===== src/rtl/llsc_pkg.sv =====
package llsc_pkg;

    typedef enum logic [1:0] {
        OP_LOAD  = 2'd0,
        OP_STORE = 2'd1,
        OP_LL    = 2'd2,
        OP_SC    = 2'd3
    } mem_op_e;

    typedef enum logic {
        ST_CLEAR = 1'b0,
        ST_SERVE = 1'b1
    } mon_state_e;

endpackage


===== src/rtl/llsc_rr_arb.sv =====
module llsc_rr_arb #(
    parameter int N  = 4,
    parameter int IW = (N > 1) ? $clog2(N) : 1
) (
    input  logic          clk,
    input  logic          rst_n,
    input  logic          en,
    input  logic [N-1:0]  req,
    output logic [N-1:0]  gnt,
    output logic [IW-1:0] gnt_idx
);

    logic [IW-1:0] last_q;
    logic [IW-1:0] cand;
    logic          found;

    // search starts at the core after the last one served
    always_comb begin
        gnt     = '0;
        gnt_idx = '0;
        found   = 1'b0;
        cand    = '0;
        for (int off = 1; off <= N; off++) begin
            cand = IW'((int'(last_q) + off) % N);
            if (en && !found && req[cand]) begin
                found        = 1'b1;
                gnt[cand]    = 1'b1;
                gnt_idx      = cand;
            end
        end
    end

    always_ff @(posedge clk or negedge rst_n) begin
        if (!rst_n) begin
            last_q <= IW'(N - 1);
        end else if (found) begin
            last_q <= gnt_idx;
        end
    end

endmodule


===== src/rtl/llsc_resv_tab.sv =====
module llsc_resv_tab
    import llsc_pkg::*;
#(
    parameter int N  = 4,
    parameter int AW = 4,
    parameter int IW = (N > 1) ? $clog2(N) : 1
) (
    input  logic          clk,
    input  logic          rst_n,
    input  logic          acc_en,
    input  logic [IW-1:0] acc_core,
    input  mem_op_e       acc_op,
    input  logic [AW-1:0] acc_addr,
    output logic          sc_pass,
    output logic          wr_en,
    output logic [N-1:0]  resv_vld
);

    logic [AW-1:0] resv_addr_q [N];

    assign sc_pass = acc_en && (acc_op == OP_SC) && resv_vld[acc_core]
                     && (resv_addr_q[acc_core] == acc_addr);
    assign wr_en   = acc_en && ((acc_op == OP_STORE) || sc_pass);

    for (genvar g = 0; g < N; g++) begin : g_slot
        logic own;
        assign own = (acc_core == IW'(g));

        always_ff @(posedge clk or negedge rst_n) begin
            if (!rst_n) begin
                resv_vld[g]    <= 1'b0;
                resv_addr_q[g] <= '0;
            end else if (acc_en) begin
                if (own && acc_op == OP_LL) begin
                    resv_vld[g]    <= 1'b1;
                    resv_addr_q[g] <= acc_addr;
                end else if (own && acc_op == OP_SC) begin
                    resv_vld[g] <= 1'b0;
                end
                if (wr_en && resv_addr_q[g] == acc_addr) begin
                    resv_vld[g] <= 1'b0;
                end
            end
        end
    end

endmodule


===== src/rtl/llsc_word_mem.sv =====
module llsc_word_mem #(
    parameter int DEPTH = 16,
    parameter int DW    = 32,
    parameter int AW    = $clog2(DEPTH)
) (
    input  logic          clk,
    input  logic          clr_en,
    input  logic [AW-1:0] clr_addr,
    input  logic          wr_en,
    input  logic [AW-1:0] addr,
    input  logic [DW-1:0] wdata,
    output logic [DW-1:0] rdata
);

    logic [DW-1:0] mem_q [DEPTH];

    always_ff @(posedge clk) begin
        if (clr_en) begin
            mem_q[clr_addr] <= '0;
        end else if (wr_en) begin
            mem_q[addr] <= wdata;
        end
    end

    assign rdata = mem_q[addr];

endmodule


===== src/rtl/llsc_resv_monitor.sv =====
module llsc_resv_monitor
    import llsc_pkg::*;
#(
    parameter int N_CORES = 4,
    parameter int DEPTH   = 16,
    parameter int DW      = 32,
    localparam int AW     = $clog2(DEPTH),
    localparam int IW     = (N_CORES > 1) ? $clog2(N_CORES) : 1
) (
    input  logic                  clk,
    input  logic                  rst_n,
    input  logic [N_CORES-1:0]    req_valid,
    input  logic [2*N_CORES-1:0]  req_op,
    input  logic [AW*N_CORES-1:0] req_addr,
    input  logic [DW*N_CORES-1:0] req_wdata,
    output logic [N_CORES-1:0]    req_gnt,
    output logic                  rsp_valid,
    output logic [IW-1:0]         rsp_core,
    output logic [DW-1:0]         rsp_rdata,
    output logic                  rsp_sc_ok
);

    mon_state_e    state_q, state_d;
    logic [AW-1:0] clr_idx_q;
    logic          serve_en;
    logic          acc_en;
    logic [IW-1:0] gnt_idx;
    mem_op_e       sel_op;
    logic [AW-1:0] sel_addr;
    logic [DW-1:0] sel_wdata;
    logic          sc_pass;
    logic          wr_en;
    logic [N_CORES-1:0] resv_vld;
    logic [DW-1:0] mem_rdata;
    logic          sel_is_sc;
    logic          sel_resv_ok;

    // state register
    always_ff @(posedge clk or negedge rst_n) begin
        if (!rst_n) begin
            state_q   <= ST_CLEAR;
            clr_idx_q <= '0;
        end else begin
            state_q <= state_d;
            if (state_q == ST_CLEAR) begin
                clr_idx_q <= clr_idx_q + 1'b1;
            end
        end
    end

    // next state
    always_comb begin
        state_d = state_q;
        unique case (state_q)
            ST_CLEAR: if (clr_idx_q == AW'(DEPTH - 1)) state_d = ST_SERVE;
            ST_SERVE: state_d = ST_SERVE;
            default:  state_d = ST_CLEAR;
        endcase
    end

    assign serve_en = (state_q == ST_SERVE);

    llsc_rr_arb #(.N(N_CORES), .IW(IW)) arb_i (
        .clk     (clk),
        .rst_n   (rst_n),
        .en      (serve_en),
        .req     (req_valid),
        .gnt     (req_gnt),
        .gnt_idx (gnt_idx)
    );

    assign acc_en    = |req_gnt;
    assign sel_op    = mem_op_e'(req_op[int'(gnt_idx)*2 +: 2]);
    assign sel_addr  = req_addr[int'(gnt_idx)*AW +: AW];
    assign sel_wdata = req_wdata[int'(gnt_idx)*DW +: DW];

    llsc_resv_tab #(.N(N_CORES), .AW(AW), .IW(IW)) tab_i (
        .clk      (clk),
        .rst_n    (rst_n),
        .acc_en   (acc_en),
        .acc_core (gnt_idx),
        .acc_op   (sel_op),
        .acc_addr (sel_addr),
        .sc_pass  (sc_pass),
        .wr_en    (wr_en),
        .resv_vld (resv_vld)
    );

    llsc_word_mem #(.DEPTH(DEPTH), .DW(DW), .AW(AW)) mem_i (
        .clk      (clk),
        .clr_en   (!serve_en),
        .clr_addr (clr_idx_q),
        .wr_en    (wr_en),
        .addr     (sel_addr),
        .wdata    (sel_wdata),
        .rdata    (mem_rdata)
    );

    assign sel_is_sc   = acc_en && (sel_op == OP_SC);
    assign sel_resv_ok = resv_vld[gnt_idx];

    // output register
    always_ff @(posedge clk or negedge rst_n) begin
        if (!rst_n) begin
            rsp_valid <= 1'b0;
            rsp_core  <= '0;
            rsp_rdata <= '0;
            rsp_sc_ok <= 1'b0;
        end else begin
            rsp_valid <= acc_en;
            rsp_core  <= gnt_idx;
            rsp_rdata <= (acc_en && (sel_op == OP_LOAD || sel_op == OP_LL))
                         ? mem_rdata : '0;
            rsp_sc_ok <= sc_pass;
        end
    end

endmodule


===== config.mk =====
export PLATFORM = sky130hd
export DESIGN_NAME = llsc_resv_monitor
export DESIGN_NICKNAME = d
export VERILOG_FILES = /design/src/rtl/llsc_pkg.sv /design/src/rtl/llsc_rr_arb.sv /design/src/rtl/llsc_resv_tab.sv /design/src/rtl/llsc_word_mem.sv /design/src/rtl/llsc_resv_monitor.sv
export SDC_FILE = /design/constraint.sdc
export NUM_CORES = 1
export LEC_CHECK = 0
export ABC_AREA = 1
export CAP_MARGIN = 5
export CORE_UTILIZATION = 55
export CTS_BUF_LIST = sky130_fd_sc_hd__clkbuf_4
export CTS_CLUSTER_DIAMETER = 120
export CTS_CLUSTER_SIZE = 14
export DETAILED_ROUTE_END_ITERATION = 12
export DONT_BUFFER_PORTS = 1
export HOLD_SLACK_MARGIN = 0.15
export PLACE_DENSITY = 0.8
export SLEW_MARGIN = 5
export SYNTH_ARGS = -nofsm -noshare
export SYNTH_HDL_FRONTEND = slang
export SYNTH_SLANG_ARGS = --single-unit

===== constraint.sdc =====
create_clock -name clk -period 6.75 [get_ports clk]
set_input_delay 0.675 -clock clk [delete_from_list [all_inputs] [get_ports clk]]
set_output_delay 0.675 -clock clk [all_outputs]
set_load 0.05 [all_outputs]

==> results of run 1 <==
## layer usage
metal | track usage [%] | vias up | share of wire (%)
met5 | 0 | - | 0
met4 | 11.8 | 0 | 4.0
met3 | 4.35 | 152 | 9.7
met2 | 44.9 | 968 | 48
met1 | 38.0 | 8090 | 39
li1 | - | 7709 | -
## registers in the layout, indices dropped and copies added, names as in the netlist
name	cells
rsp_core	2
rsp_rdata	32
tab_i.resv_addr_q	16
arb_i.last_q	2
rsp_valid	1
mem_i.mem_q	512
clr_idx_q	4
serve_en	1
rsp_sc_ok	1
tab_i.resv_vld	4
## area by class of cell
class                      count  area (µm²)  share of cell area [%]
antenna                        1        2.50                 0.00965
clock buffer                  83         623                    2.40
timing repair buffer          60         510                    1.97
clock inverter                 2        20.0                  0.0772
inverter                      65         251                   0.970
multi-input combinational   1433        6840                    26.4
tap                          585         732                    2.82
sequential                   575       17000                    65.4
## layout by cell type (no fill, tap or decap), types with 4 or more instances in the layout
cell,count
nand2_1,733
edfxtp_1,512
nand3_1,410
clkbuf_4,86
dfrtp_1,61
inv_1,57
a31oi_1,57
buf_4,52
o21ai_0,39
a21oi_1,33
a22oi_1,32
nor2_1,23
nor2_4,21
xor2_1,12
nand2_2,9
inv_2,6
nand2_4,6
o21ai_2,6
a31oi_2,6
nand3_2,5
o21ai_1,5
nand3b_1,5
ha_1,5
nand4_1,4
## kinds of logic (layout without fill, tap and decap cells)
| logic type | after synthesis | count (layout) | synth area share, % |
|---|---|---|---|
| buffers and inverters | 201 | 210 | 3.57 |
| AO/OA/AOI/OAI | 189 | 189 | 4.74 |
| other | 0 | 1 | 0 |
| AND/OR/NAND/NOR | 1224 | 1224 | 21.6 |
| adder cells (fa/ha/maj) | 5 | 5 | 0.256 |
| flip-flops | 575 | 575 | 69.3 |
| XOR/XNOR | 15 | 15 | 0.537 |
## path summary, 6_finish.rpt
check,endpoint,slack (ns)
worst max-delay path,mem_i.mem_q[9][22],0.95
max in group asynchronous,arb_i.last_q[1],5.95
worst min register to register,tab_i.resv_addr_q[8],0.54
worst min-delay path,mem_i.mem_q[1][19],0.22
worst max register to register,mem_i.mem_q[9][22],0.95
min in group asynchronous,rsp_rdata[19],0.44
## through the flow
step / instances / setup slack, ns / area [µm²]
floorplan: 2209 / 1.94 / 24500
global placement: 2713 / 1.26 / 25200
detailed placement: 2713 / 1.09 / 25200
CTS: 2800 / 1.03 / 25900
global route: 2804 / 0.542 / 25900
finish: 2804 / 0.947 / 25900
## timing repair
| item | CTS | global route |
|---|---|---|
| hold buffers | 2 | 0 |
| hold endpoints to repair | 63 | 0 |
| buffers inserted | 0 | 0 |
==> results by stage, run 1 <==
Outcome:
- The run finished with clean final reports.

Global routing:
- The initial antenna violation count came to 1.
- The total overflow left after global routing is 0.
- The pin count of the biggest net entering global routing is 105.
- The via count of the first global-routing pass is 16,200.
- The wire length of the first global-routing pass is 94,200 µm.
- Global routing consumed, over all layers together, 27.9% of the routing resources.

Finish:
- For this run, the share of the core covered by cells in the final layout is 59.7%.
- The relative area change from synthesis to final layout is 6.07%.
- The count of fill cells added during filler insertion is 3,384.
- After the last flow step, the layout net total stands at 2,345.
- The post-route netlist has 9.60% of its cells at a drive strength greater than 1.

Timing:
- The top achievable clock speed is 172 MHz.
- On the final layout, the worst hold slack is 0.218 ns.
- The number of slew-limit violations in the final report was 0.
- In the finished design, the share of the clock period the worst path needs comes to 86.0%.
- For the pin with the worst max-slew slack, the measured transition is 1.26 ns.
- Setup total negative slack on the finished layout was measured at 0 ns.
- The routed design could run at a clock period as short as 5.80 ns.
- The total of endpoints with negative setup slack in the final report is 0.
- Measured against its own limit, the worst slew margin works out to 15.7%.
- Setup repair after global routing left no endpoint under its margin.
- The hold violation total from the final report was 0.
- Between clock sinks in the finished design, the worst skew comes to 0.0680 ns.

CTS:
- The number of sinks driven by the clock tree is 575.
- The clock transition at the registers of the reported paths is 0.16 ns.
- Post-CTS repair changed the size of 0 cells.
- The number of H-tree branching levels is 2.
- The insertion delay to the later sink of the worst-skew pair is 0.85 ns.
- Counting along the longest clock path gives a buffer depth of 3.
- The number of buffers added by the clock tree synthesis step is 47.
- TritonCTS built the clock tree.
- The tree is rooted in a clkbuf_4.

Setup path:
- The endpoint kind of the worst setup timing path is a flip-flop.
- The startpoint type of the worst setup path is a flip-flop.
- The launch point of the critical path is arb_i.last_q[0].
- The critical path depth in cells is 24.
- Traced cell by cell, the critical path runs through inv_2 > ha_1 > inv_1 > nand3_2 > nand2_2 > nand4_2 > nor2_4 > nand2_2 > nand2_4 > o21ai_1 > nand2_1 > nand2_8 > inv_6 > nand2_1 > nand2_1 > nor2_2 > nand2_2 > nand2_4 > nand2_4 > nand2_1 > nand2_1 > nand3_1 > nor2_4 > buf_4.
- The data arrival time at the worst-slack endpoint is 6.33 ns.
- The startpoint identified for the worst register-to-register timing path is arb_i.last_q[0].
- Counting cells, the worst reg-to-reg path comes to 24.
- The maximum fanout along the worst path is 69.
- The data required time of the critical path is 7.28 ns.
- The combined buffer and inverter count along the critical path is 4.
- In this design, the stage delay of the slowest critical-path cell is 0.66 ns.
- The worst setup path is of the flip-flop to flip-flop kind.
- On the critical path the largest part of the delay comes from simple AND/OR/NAND/NOR gates.
- The most numerous cell on the critical path is nand2_1.
- The slowest stage of the critical path belongs to the cell dfstp_2.

Synthesis:
- The post-synthesis async set-or-reset flop share is 11.0%.
- The synthesized netlist net count is 2,372.
- The number of synthesized flops with an enable pin is 512.
- The top cell type by area accounts for 62.9% of the synthesized area.
- A synthesized cell averages 11.1 µm².
- The most frequent cell after synthesis is nand2_1.
- Synthesis instantiated 39 different standard cells from the library.
- Synthesis produced a netlist whose cell count is 2,209.
- Sorting the synthesized cells by area gives the leading types as edfxtp_1, nand2_1, nand3_1.
- Yosys printed 0 warnings.
- The leading register cell type out of synthesis is edfxtp_1.
- Counting flops and latches in the post-synthesis netlist gives 575.
- The sequential fraction of the synthesis area is 69.3%.
- The post-synthesis cell type with the largest combined area is edfxtp_1.
- After synthesis, the most frequently instantiated cells are nand2_1, edfxtp_1, nand3_1.
- The area of the mapped netlist is 24,500 µm².

Floorplanning:
- The die is 213 µm wide.
- The overall die height is 213 µm.
- For this design the top-level I/O count stands at 198.
- The floorplan has 76 rows.
- For this configuration, the core starts out at a cell density of 56.3%.
- After floorplanning, the core was sized to cover 43,500 µm².
- The die covers 45,300 µm².

Route:
- The total routed wirelength is 62,200 µm.
- For this run, the detailed router's first-pass iteration total came to 6.
- After detailed routing, the average wire length per cell comes to 22.2 µm.
- In this run the remaining antenna-violating nets after routing total 0.
- The total via count after detailed routing is 16,900.
- After the first detailed-routing iteration, the DRC count stood at 2,179.
- Dividing the detail-routed via count by the number of cells gives 6.03.
- After detailed routing, the number of remaining DRC violations is 0.

Hold path:
- The critical hold path startpoint is req_wdata[51].
- The path class of the lowest-slack min-delay path is input pin to flip-flop.
- Counting instances, the worst hold path has a depth of 2.

Placed design:
- The number of port buffers is 0.
- Summed over all nets, the half-perimeter wirelength after detailed placement is 36,400 µm.
- The congestion estimate from routability-driven global placement came to 0.899.

Job:
- The total of max-cap violations is 0.
Power of run 1 is left out: the tool's default activity adds up to more than one toggle a clock period on the data nets, which glitch-free logic cannot reach.
==> run 2: changes to the inputs <==
- BUFFER_PORTS_ARGS: unset -> -buffer_cell sky130_fd_sc_hd__buf_4
- DONT_BUFFER_PORTS: 1 -> unset
- PLACE_DENSITY: 0.8 -> 0.84
- clock period: 6.75 -> 6.5 ns (I/O delays scaled with it)
==> results by stage, run 2 (synthesized netlist as in run 1, its figures left out) <==
Timing:
- The worst setup margin is 0.382 ns.
- Subtracting the final worst setup slack from the clock period gives 6.12 ns.
- Across the routed clock network, the largest skew measured is 0.0588 ns.
- Static timing analysis puts the maximum clock frequency at 163 MHz.
- Measured against its own limit, the worst slew margin works out to 13.0%.
- The slew at the pin closest to its max-slew limit is 1.30 ns.
- Setup violations remaining at the end of the flow were counted as 0.
- The hold violation total from the final report is 0.
- Dividing the final minimum period by the clock period gives 94.1%.
- The number of slew-limit violations in the final report was 0.
- Setup repair after global routing left no endpoint under its margin.
- The total negative slack for setup checks is 0 ns.

Floorplanning:
- 198 I/O pins were placed.
- The core region area is 43,500 µm².
- The die area is 45,300 µm².
- For this configuration, the core starts out at a cell density of 56.3%.
- The overall die height is 213 µm.
- In this run the core area contains 76 standard-cell rows.
- The chip width is 213 µm.

CTS:
- After clock tree synthesis, the clock-pin slew on the worst setup and hold paths is 0.16 ns.
- The number of sinks driven by the clock tree is 575.
- The H-tree was split into 2 levels.
- The clock tree root buffer cell is clkbuf_4.
- The clock tree buffer depth is 3.
- At the later pin of the worst-skew pair, clock insertion delay measures 0.82 ns.
- The total setup buffers inserted after CTS is 0.
- The number of buffers added by the clock tree synthesis step is 47.
- The number of gates resized after cts is 0.
- The clock tree from TritonCTS is yes.

Placed design:
- Prior to clock tree synthesis, the placed netlist has a worst setup slack of 0.472 ns.
- The total half-perimeter wirelength after legalization and detailed placement is 37,800 µm.
- The number of port buffers is 197.
- The placer's final routability congestion estimate is 0.866.

Route:
- The pre-antenna-repair detailed-routing pass consisted of 6 iterations.
- In the final routing, the length of wire on met1 measures 23,800 µm.
- For this run, design rule violations remaining after detail routing come to 0.
- After the first detailed-routing iteration, the DRC count stood at 1,941.
- The amount of wire on met2 after detailed routing is 30,500 µm.
- The number of routed nets with antenna violations is 0.
- The post-detailed-route via-to-cell ratio is 5.94.
- The average routed wire per standard cell is 20.9 µm.
- The detailed router placed 17,800 vias in this run.
- The sum of met3 wire segment lengths after detailed routing is 6210 µm.
- The total routed wirelength is 62,700 µm.
- The highest metal layer carrying signal wires in the routed design is met5.

Setup path:
- The capture instance of the worst register-to-register path is mem_i.mem_q[10][14].
- At the worst endpoint, the arrival time is 6.53 ns.
- In this run the worst setup path begins at arb_i.last_q[0].
- The worst setup path is launched from a flip-flop.
- The maximum fanout along the worst path is 77.
- The endpoint kind of the worst setup timing path is a flip-flop.
- The register-to-register setup slack is 0.38 ns.
- The startpoint identified for the worst register-to-register timing path is arb_i.last_q[0].
- Following the worst setup path forward leads to its endpoint at mem_i.mem_q[10][14].
- Data on the critical path is required at its endpoint by 6.91 ns.
- The worst setup path category is flip-flop to flip-flop.
- Counting cells, the worst reg-to-reg path comes to 23.

Global routing:
- The first global-routing pass estimated 95,500 µm of wire.
- The residual overflow from global routing is 0.
- The initial antenna violation count is 3.
- In the global route stage, overall resource usage came out at 28.0%.
- The via count of the first global-routing pass is 17,000.
- Entering global routing, the biggest net connects 184 pins.

Finish:
- The relative area change from synthesis to final layout is 12.1%.
- The most frequent standard cell in the layout excluding fill and tap cells is nand2_1.
- The flip-flop count of the largest register after layout is 512.
- The largest registers in the layout are mem_i.mem_q (512), rsp_rdata (32), tab_i.resv_addr_q (16).
- mem_i.mem_q holds more flip-flops than any other register.
- The final layout contains 2,534 nets.
- In the layout the commonest cells are nand2_1, edfxtp_1, nand3_1, buf_4, clkbuf_4.
- The share of final-layout standard cells stronger than drive strength 1 is 16.7%.

Outcome:
- The flow ran to the end, and the final reports show no timing, DRC or antenna violations.

Hold path:
- The path class of the lowest-slack min-delay path is input pin to flip-flop.
- Counting instances, the worst hold path has a depth of 4.
- The critical hold path startpoint is req_wdata[21].

Job:
- The total of max-cap violations is 0.
[run 2: what timing repair did]
item	CTS	global route
hold buffers	1	0
endpoints found under the setup margin	0	0
hold endpoints to repair	61	0
[run 2: how the worst min path moves through the flow]
stage | slack (ns) | endpoint
final | 0.42 | mem_i.mem_q[10][21]
after global routing | 0.38 | mem_i.mem_q[3][21]
after CTS | 0.39 | tab_i.resv_addr_q[15]
after detailed placement | 0.48 | tab_i.resv_addr_q[11]
after global placement | 0.47 | tab_i.resv_addr_q[11]
after floorplan | 0.35 | clr_idx_q[0]
[run 2: stage by stage]
step | hold slack [ns] | std cells | utilization, % | instance area, µm²
after floorplan | 0.354 | 2209 | - | 24500
after global placement | 0.472 | 2905 | 61.3 | 26600
after detailed placement | 0.477 | 2905 | 61.3 | 26600
after CTS | 0.387 | 2994 | 63.0 | 27400
after global routing | 0.377 | 2997 | 63.1 | 27400
final | 0.417 | 2997 | 63.1 | 27400
[run 2: area by class of cell]
| cell class | count | area (µm²) |
|---|---|---|
| Clock inverter | 4 | 83.8 |
| Clock buffer | 84 | 631 |
| Timing Repair Buffer | 249 | 1910 |
| Tap cell | 585 | 732 |
| Antenna cell | 2 | 5.00 |
| Inverter | 65 | 251 |
| Fill cell | 3210 | 16100 |
| Multi-Input combinational cell | 1433 | 6840 |
| Sequential cell | 575 | 17000 |
[run 2: per-layer routing]
layer | vias up | track usage, %
li1 | 8068 | -
met1 | 8478 | 38.0
met2 | 1088 | 45.5
met3 | 164 | 4.22
met4 | 2 | 11.3
met5 | - | 0
[run 2: worst max-delay path: stages, from the launching register on]
cell and delay, ns:
dfstp_2 0.67, inv_2 0.12, ha_1 0.37, inv_1 0.12, nand3_2 0.10, nand2_2 0.13
nand4_2 0.14, nor2_4 0.18, nand2_2 0.20, nand2_4 0.40, o21ai_1 0.12, nand2_1 0.18
nand2_8 0.23, inv_6 0.51, nand2_1 0.10, nand2_1 0.09, nor2_2 0.04, nand2_2 0.09
nand2_4 0.08, nand2_4 0.28, nand2_1 0.11, nand2_1 0.11, nand3_1 0.34, nor2_4 0.99
Power of run 2 is left out for the same reason.
